==> src/rtl/ibp_pkg.sv <==
// Package: shared constants for the instruction breakpoint match unit.
// Assumes: method-of-entry codes are 3 bits wide.
package ibp_pkg;
    localparam int MOE_W = 3;
    localparam logic [MOE_W-1:0] MOE_NONE   = 3'b000;
    localparam logic [MOE_W-1:0] MOE_IBREAK = 3'b001;

    // Width of an index able to address n entries (at least one bit).
    function automatic int idx_width(input int n);
        return (n > 1) ? $clog2(n) : 1;
    endfunction
endpackage

==> src/rtl/ibp_regfile.sv <==
// Module: breakpoint register bank. Each entry holds an address field
// (bits ADDR_W-1:1) and an enable (bit 0). Only the enables are reset.
// Assumes: one write per cycle, asynchronous (combinational) read.
module ibp_regfile #(
    parameter int ADDR_W = 32,
    parameter int NUM_BP = 2,
    localparam int IDX_W = ibp_pkg::idx_width(NUM_BP)
) (
    input  logic              clk,
    input  logic              rst_n,
    input  logic              wr_en,
    input  logic [IDX_W-1:0]  wr_idx,
    input  logic [ADDR_W-1:0] wr_data,
    input  logic [IDX_W-1:0]  rd_idx,
    output logic [ADDR_W-1:0] rd_data,
    output logic [ADDR_W-1:1] bp_addr [NUM_BP],
    output logic [NUM_BP-1:0] bp_en
);
    logic [ADDR_W-1:1] addr_q [NUM_BP];
    logic [NUM_BP-1:0] en_q;

    // Address fields: loaded on write, no reset value.
    always_ff @(posedge clk) begin
        for (int i = 0; i < NUM_BP; i++) begin
            if (wr_en && (int'(wr_idx) == i)) addr_q[i] <= wr_data[ADDR_W-1:1];
        end
    end

    // Enable bits: cleared by reset, loaded on write.
    always_ff @(posedge clk) begin
        if (!rst_n) begin
            en_q <= '0;
        end else begin
            for (int i = 0; i < NUM_BP; i++) begin
                if (wr_en && (int'(wr_idx) == i)) en_q[i] <= wr_data[0];
            end
        end
    end

    // Read mux for the selected entry.
    always_comb begin
        rd_data = '0;
        for (int i = 0; i < NUM_BP; i++) begin
            if (int'(rd_idx) == i) rd_data = {addr_q[i], en_q[i]};
        end
    end

    assign bp_addr = addr_q;
    assign bp_en   = en_q;

    AST_WRITE_READBACK: assert property (@(posedge clk) disable iff (!rst_n)
        ($past(rst_n) && $past(wr_en) && (rd_idx == $past(wr_idx)))
            |-> (rd_data == $past(wr_data)));
endmodule

==> src/rtl/ibp_compare.sv <==
// Module: address comparator for one breakpoint register.
// Word mode compares bits ADDR_W-1:2; half-word mode compares ADDR_W-1:1.
// Assumes: ADDR_W >= 3; result is purely combinational.
module ibp_compare #(
    parameter int ADDR_W = 32
) (
    input  logic [ADDR_W-1:1] bp_addr,
    input  logic              bp_en,
    input  logic [ADDR_W-1:0] fetch_addr,
    input  logic              half_mode,
    output logic              hit
);
    logic upper_eq;
    logic bit1_eq;

    // Split compare: the upper field always counts, bit 1 only in half-word mode.
    always_comb begin
        upper_eq = (bp_addr[ADDR_W-1:2] == fetch_addr[ADDR_W-1:2]);
        bit1_eq  = (bp_addr[1] == fetch_addr[1]);
        hit      = bp_en && upper_eq && (bit1_eq || !half_mode);
    end
endmodule

==> src/rtl/ibp_match_unit.sv <==
// Module: instruction breakpoint match unit (top). Compares every fetch
// against NUM_BP programmable breakpoints and raises a one-cycle debug
// exception request on the edge after a qualified hit, recording the
// method-of-entry code. Assumes the pipeline holds the fetched instruction
// until the request has been seen; enables are cleared only by software.
module ibp_match_unit #(
    parameter int ADDR_W = 32,
    parameter int NUM_BP = 2,
    localparam int IDX_W = ibp_pkg::idx_width(NUM_BP)
) (
    input  logic                     clk,
    input  logic                     rst_n,
    input  logic                     reg_we,
    input  logic [IDX_W-1:0]         reg_idx,
    input  logic [ADDR_W-1:0]        reg_wdata,
    output logic [ADDR_W-1:0]        reg_rdata,
    input  logic                     fetch_valid,
    input  logic [ADDR_W-1:0]        fetch_addr,
    input  logic                     half_mode,
    input  logic                     debug_en,
    output logic                     brk_req,
    output logic [ibp_pkg::MOE_W-1:0] moe
);
    import ibp_pkg::*;

    logic [ADDR_W-1:1] bp_addr [NUM_BP];
    logic [NUM_BP-1:0] bp_en;
    logic [NUM_BP-1:0] bp_hit;
    logic              take_brk;

    ibp_regfile #(.ADDR_W(ADDR_W), .NUM_BP(NUM_BP)) u_regs (
        .clk     (clk),
        .rst_n   (rst_n),
        .wr_en   (reg_we),
        .wr_idx  (reg_idx),
        .wr_data (reg_wdata),
        .rd_idx  (reg_idx),
        .rd_data (reg_rdata),
        .bp_addr (bp_addr),
        .bp_en   (bp_en)
    );

    for (genvar g = 0; g < NUM_BP; g++) begin : g_cmp
        ibp_compare #(.ADDR_W(ADDR_W)) u_cmp (
            .bp_addr    (bp_addr[g]),
            .bp_en      (bp_en[g]),
            .fetch_addr (fetch_addr),
            .half_mode  (half_mode),
            .hit        (bp_hit[g])
        );
    end

    // Qualify the merged hit with the fetch strobe and global enable.
    assign take_brk = fetch_valid && debug_en && (|bp_hit);

    // Register the request and the method-of-entry code.
    always_ff @(posedge clk) begin
        if (!rst_n) begin
            brk_req <= 1'b0;
            moe     <= MOE_NONE;
        end else begin
            brk_req <= take_brk;
            if (take_brk) moe <= MOE_IBREAK;
        end
    end

    AST_REQ_NEEDS_FETCH: assert property (@(posedge clk) disable iff (!rst_n)
        brk_req |-> ($past(fetch_valid) && $past(debug_en)));
    AST_NO_REQ_WHEN_OFF: assert property (@(posedge clk) disable iff (!rst_n)
        !debug_en |=> !brk_req);
    AST_REQ_NEEDS_ENABLE: assert property (@(posedge clk) disable iff (!rst_n)
        brk_req |-> ($past(bp_en) != '0));
    AST_MOE_ON_HIT: assert property (@(posedge clk) disable iff (!rst_n)
        brk_req |-> (moe == MOE_IBREAK));
    AST_MOE_ONLY_ON_HIT: assert property (@(posedge clk) disable iff (!rst_n)
        $past(rst_n) && !$stable(moe) |-> brk_req);
endmodule

==> config.mk <==
export PLATFORM = sky130hd
export DESIGN_NAME = ibp_match_unit
export DESIGN_NICKNAME = d
export VERILOG_FILES = /design/src/rtl/ibp_pkg.sv /design/src/rtl/ibp_regfile.sv /design/src/rtl/ibp_compare.sv /design/src/rtl/ibp_match_unit.sv
export SDC_FILE = /design/constraint.sdc
export NUM_CORES = 1
export LEC_CHECK = 0
export BUFFER_PORTS_ARGS = -buffer_cell sky130_fd_sc_hd__buf_2
export CAP_MARGIN = 20
export CORE_ASPECT_RATIO = 0.5
export CORE_MARGIN = 4
export CORE_UTILIZATION = 49
export DETAILED_ROUTE_END_ITERATION = 8
export HOLD_SLACK_MARGIN = 0.05
export PLACE_DENSITY = 0.82
export SLEW_MARGIN = 10
export SYNTH_ARGS = -nofsm -noshare
export SYNTH_HDL_FRONTEND = slang
export SYNTH_SLANG_ARGS = --single-unit
==> constraint.sdc <==
create_clock -name clk -period 3.9 [get_ports clk]
set_input_delay 0.39 -clock clk [delete_from_list [all_inputs] [get_ports clk]]
set_output_delay 0.39 -clock clk [all_outputs]
set_load 0.02 [all_outputs]
* Word level (Yosys, flattened, before mapping) *
Cells that the tools add are included.
W data, S select, Z words.

storage, ports and cells
  word-level logic and storage cells = 24
  input bits = 71
  register bits after elaboration = 66

operators by class
  reductions and logical operators = 12
  multiplexer cells = 1
  equality and inequality tests = 4
  bitwise logic cells = 1

operator list
  kind                 number
  $eq A30 B30 Y1       2
  $mux W32             1
  $logic_and A1 B1 Y1  8
  $eq A1 B1 Y1         2
  $logic_or A1 B1 Y1   2
  $reduce_or A2 Y1     1
  $logic_not A1 Y1     1
  $not A1 Y1           1

* Longest topological paths before layout *
  word-level depth = 5
  mapped depth = 5
  gate-level depth less buffers = 5

* Modules after synthesis *
Synthesis repeated with hierarchy kept, for this count alone.

second synthesis, totals
  cells, all modules = 199
  area, all modules = 3265.6 um^2

modules (own cells, without submodules)
  module          area each (um^2)  instances  cells each
  ibp_regfile     2489.9            1          107
  ibp_compare     346.6             2          42
  ibp_match_unit  82.6              1          8

* Worst setup path after synthesis *
OpenSTA, ideal clock, no wires.

  path kind = input to register
  start point = input reg_idx
  end point = register u_regs.en_q[0] (netlist: u_regs.bp_en[0])
  path buffers = 1
  arrival time = 2.369 ns
  stages on the path = 4
  setup slack = 1.413 ns
  cells stage by stage = clkbuf_1 nor2b_1 mux2i_1 nor2b_1

between the ends
  word-level cells in the longest chain between the ends = 2

RTL lines
  what                 RTL line              RTL
  start: declaration   ibp_match_unit.sv:14  input logic [IDX_W-1:0] reg_idx,
  $not A1 Y1           ibp_regfile.sv:35     if (wr_en && (int'(wr_idx) == i)) en_q[i] <= wr_data[0];
  $logic_and A1 B1 Y1  ibp_regfile.sv:35
  end: declaration     ibp_regfile.sv:20     logic [NUM_BP-1:0] en_q;

Every way passes these cells.
A chain may end at the register's enable or synchronous reset.

* Worst setup path after layout *
  start point = input reg_idx
  end point = register u_regs.addr_q (netlist bit u_regs.bp_addr[25]) (enable)

between the ends
  word-level cells in the longest chain between the ends = 1

RTL lines
  what                 RTL line           RTL
  $logic_and A1 B1 Y1  ibp_regfile.sv:25  if (wr_en && (int'(wr_idx) == i)) addr_q[i] <= wr_data[ADDR_W-1:1];
  end: declaration     ibp_regfile.sv:19  logic [ADDR_W-1:1] addr_q [NUM_BP];

Every way passes these cells.

==> run metrics <==
number of global-route vias before repair=2447; top-area cell type share of the netlist area=57.1%; antenna violations before repair=0; Critical Path RT=3.90 ns; status=finished clean; drt pass-1 iters=5; Clock transition at path regs=0.05 ns; DRC=0; CP cell instances=buf_2 > buf_4 > and2_1 > buf_4; Layout Skew=0.00754 ns; GP Congestion=0.898; number of hold violations in the final report=0; later-pin clock latency in the skew report=0.32 ns; largest net degree at the start of global routing=35; most frequent cell after synthesis=edfxtp_1; area growth from synthesis to layout=27.8%; synth warn=0; CP Buf/Inv Count=3; gr ovfl total=0; ys async rst share=0%; Mapped Cells=228; root buffer cell=clkbuf_16; Post-CTS Setup Repair Bufs=0; mean post-synth cell area=14.3 um^2; die height=65.7 um; crit end category=register; min Tclk post-route=2.01 ns; Post-synth EDFFs=62; Rows=20; GR Util All Layers=20.3%; post-route ant nets=0; Final period util=51.5%; CTS tree=yes; synthesized flop and latch total=66; clk buf depth=2; Worst Setup Start Kind=input pin; cell family with most CP delay=buffers and inverters; Core ar.=6260 um^2; final setup fails=0; Worst-Margin Slew=0.800 ns; worst hold path type=input pin to register; PortBufs=103; first-pass GRT wire length=12100 um; Sink Count=66; NumNets Final=412; setup TNS=0 ns; leak pwr=1.65 nW; critical path fanouts, max=34; RSZ-0062 raised after global routing=no; via count=2316; pwr dens=449 nW/um^2; Fillers=477; DRT iter0 DRCs=189; Crit Path Category=input pin to register; Detailed Place HPWL=6150 um; Yosys top cell by area=edfxtp_1; routed len/inst=18.3 um; maximum vdd drop=0.238 mV; Arr. time, crit path=2.01 ns; Max Clock Freq=498 MHz; Final Power=1.87 mW; commonest cells in the synthesized netlist=edfxtp_1, xor2_1, mux2_2, nor4_1, xnor2_1; max incr delay on CP=0.73 ns; most used cell, CP=buf_4; post-synthesis cell type count=29; synth top area cells=edfxtp_1, xor2_1, mux2_2; CTS HTree Levels=3; Most used DFF post-synth=edfxtp_1; Die Area=8110 um^2; sequential fraction of the synthesis area=59.5%; Critical-path top delay cell=and2_1; final slew viol count=0; vias per cell=5.34; worst rel slew slack=46.7%; layout cells sized above 1=44.8%; ant diodes=0; Routed WL=7930 um; Hold Buf Count CTS=0; total CTS buffers=9; synthesized cell area=3260 um^2; post_cts resized=0; I/O Pins=107; Starting Density=52.1%; Chip Width=123 um; maxcap violations=0
==> placed cells by master, fill, tap and decap left out, types with 4 or more instances in the layout <==
cell,netlist,routed
buf_2,0,103
xnor2_1,6,6
edfxtp_1,62,62
buf_4,2,4
dfxtp_1,4,4
nand4_1,5,5
nor4_1,21,21
clkbuf_16,0,9
mux2_2,32,32
xor2_1,56,56
==> metrics by stage <==
step / area [um^2] / cells / setup WS [ns] / util [%] / hold WS, ns
2_1_floorplan: 3270 / 229 / 1.41 / - / 0.480
3_3_place_gp: 3890 / 418 / 1.57 / 62.2 / 0.492
3_5_place_dp: 3890 / 418 / 1.53 / 62.2 / 0.500
4_1_cts: 4170 / 434 / 1.88 / 66.6 / 0.248
5_1_grt: 4170 / 434 / 1.80 / 66.6 / 0.244
6_report: 4170 / 434 / 1.89 / 66.6 / 0.251
==> flip-flops by register name, indices dropped and copies added, names as in the netlist <==
register and count:
u_regs.bp_addr 62, u_regs.bp_en 2, brk_req 1, moe 1
==> final cells by class <==
type                            count  area, um^2  area share [%]
Multi-Input combinational cell    155        1290            30.9
Tap cell                           88         110            2.64
Sequential cell                    66        1940            46.6
Clock inverter                      3        15.0           0.360
Inverter                            2        7.51           0.180
Timing Repair Buffer              107         546            13.1
Clock buffer                       13         260            6.24
==> worst paths after layout <==
check	startpoint	end	slack, ns	depth (start not counted)
max	reg_idx	u_regs.bp_addr[25]	1.89	4
min	reg_wdata[3]	u_regs.bp_addr[2]	0.25	1
max reg2reg	u_regs.bp_addr[8]	brk_req	2.01	5
min reg2reg	moe[0]	moe[0]	0.53	1
==> cells by family (layout without fill, tap and decap cells) <==
kind of cell | after synthesis | count (layout) | synth area share, %
muxes | 33 | 33 | 11.4
other | 1 | 2 | 0.115
and+or+nand+nor | 52 | 52 | 9.74
buffers and inverters | 8 | 125 | 1.15
DFF | 66 | 66 | 59.5
xor gates and xnor gates | 62 | 62 | 16.6
AOI/OAI and AO/OA | 6 | 6 | 1.46
==> worst reg2reg max path, delay by kind of cell (launching register included) <==
| family | cells | cell delay [ns] |
|---|---|---|
| xor+xnor | 1 | 0.17 |
| simple gates | 3 | 1.07 |
| compound gates | 1 | 0.21 |
| flops | 1 | 0.39 |
==> per-layer routing <==
metal  share of wire (%)  up-vias  GRT usage, %
met1                  42     1113          26.2
met3                 7.7       10          4.90
met4                0.88        0          6.34
met2                  50      103          34.0
met5                   0        -             0
li1                    -     1090             -
==> report_power, final <==
part / internal, mW / switching [mW] / leakage (nW) / total [mW]
clock network: 0.461 / 0.271 / 0.139 / 0.732
registers: 0.829 / 0.0293 / 0.614 / 0.858
logic: 0.116 / 0.164 / 0.893 / 0.280
total: 1.41 / 0.464 / 1.65 / 1.87
No activity file was read; power rests on OpenSTA's default activity.
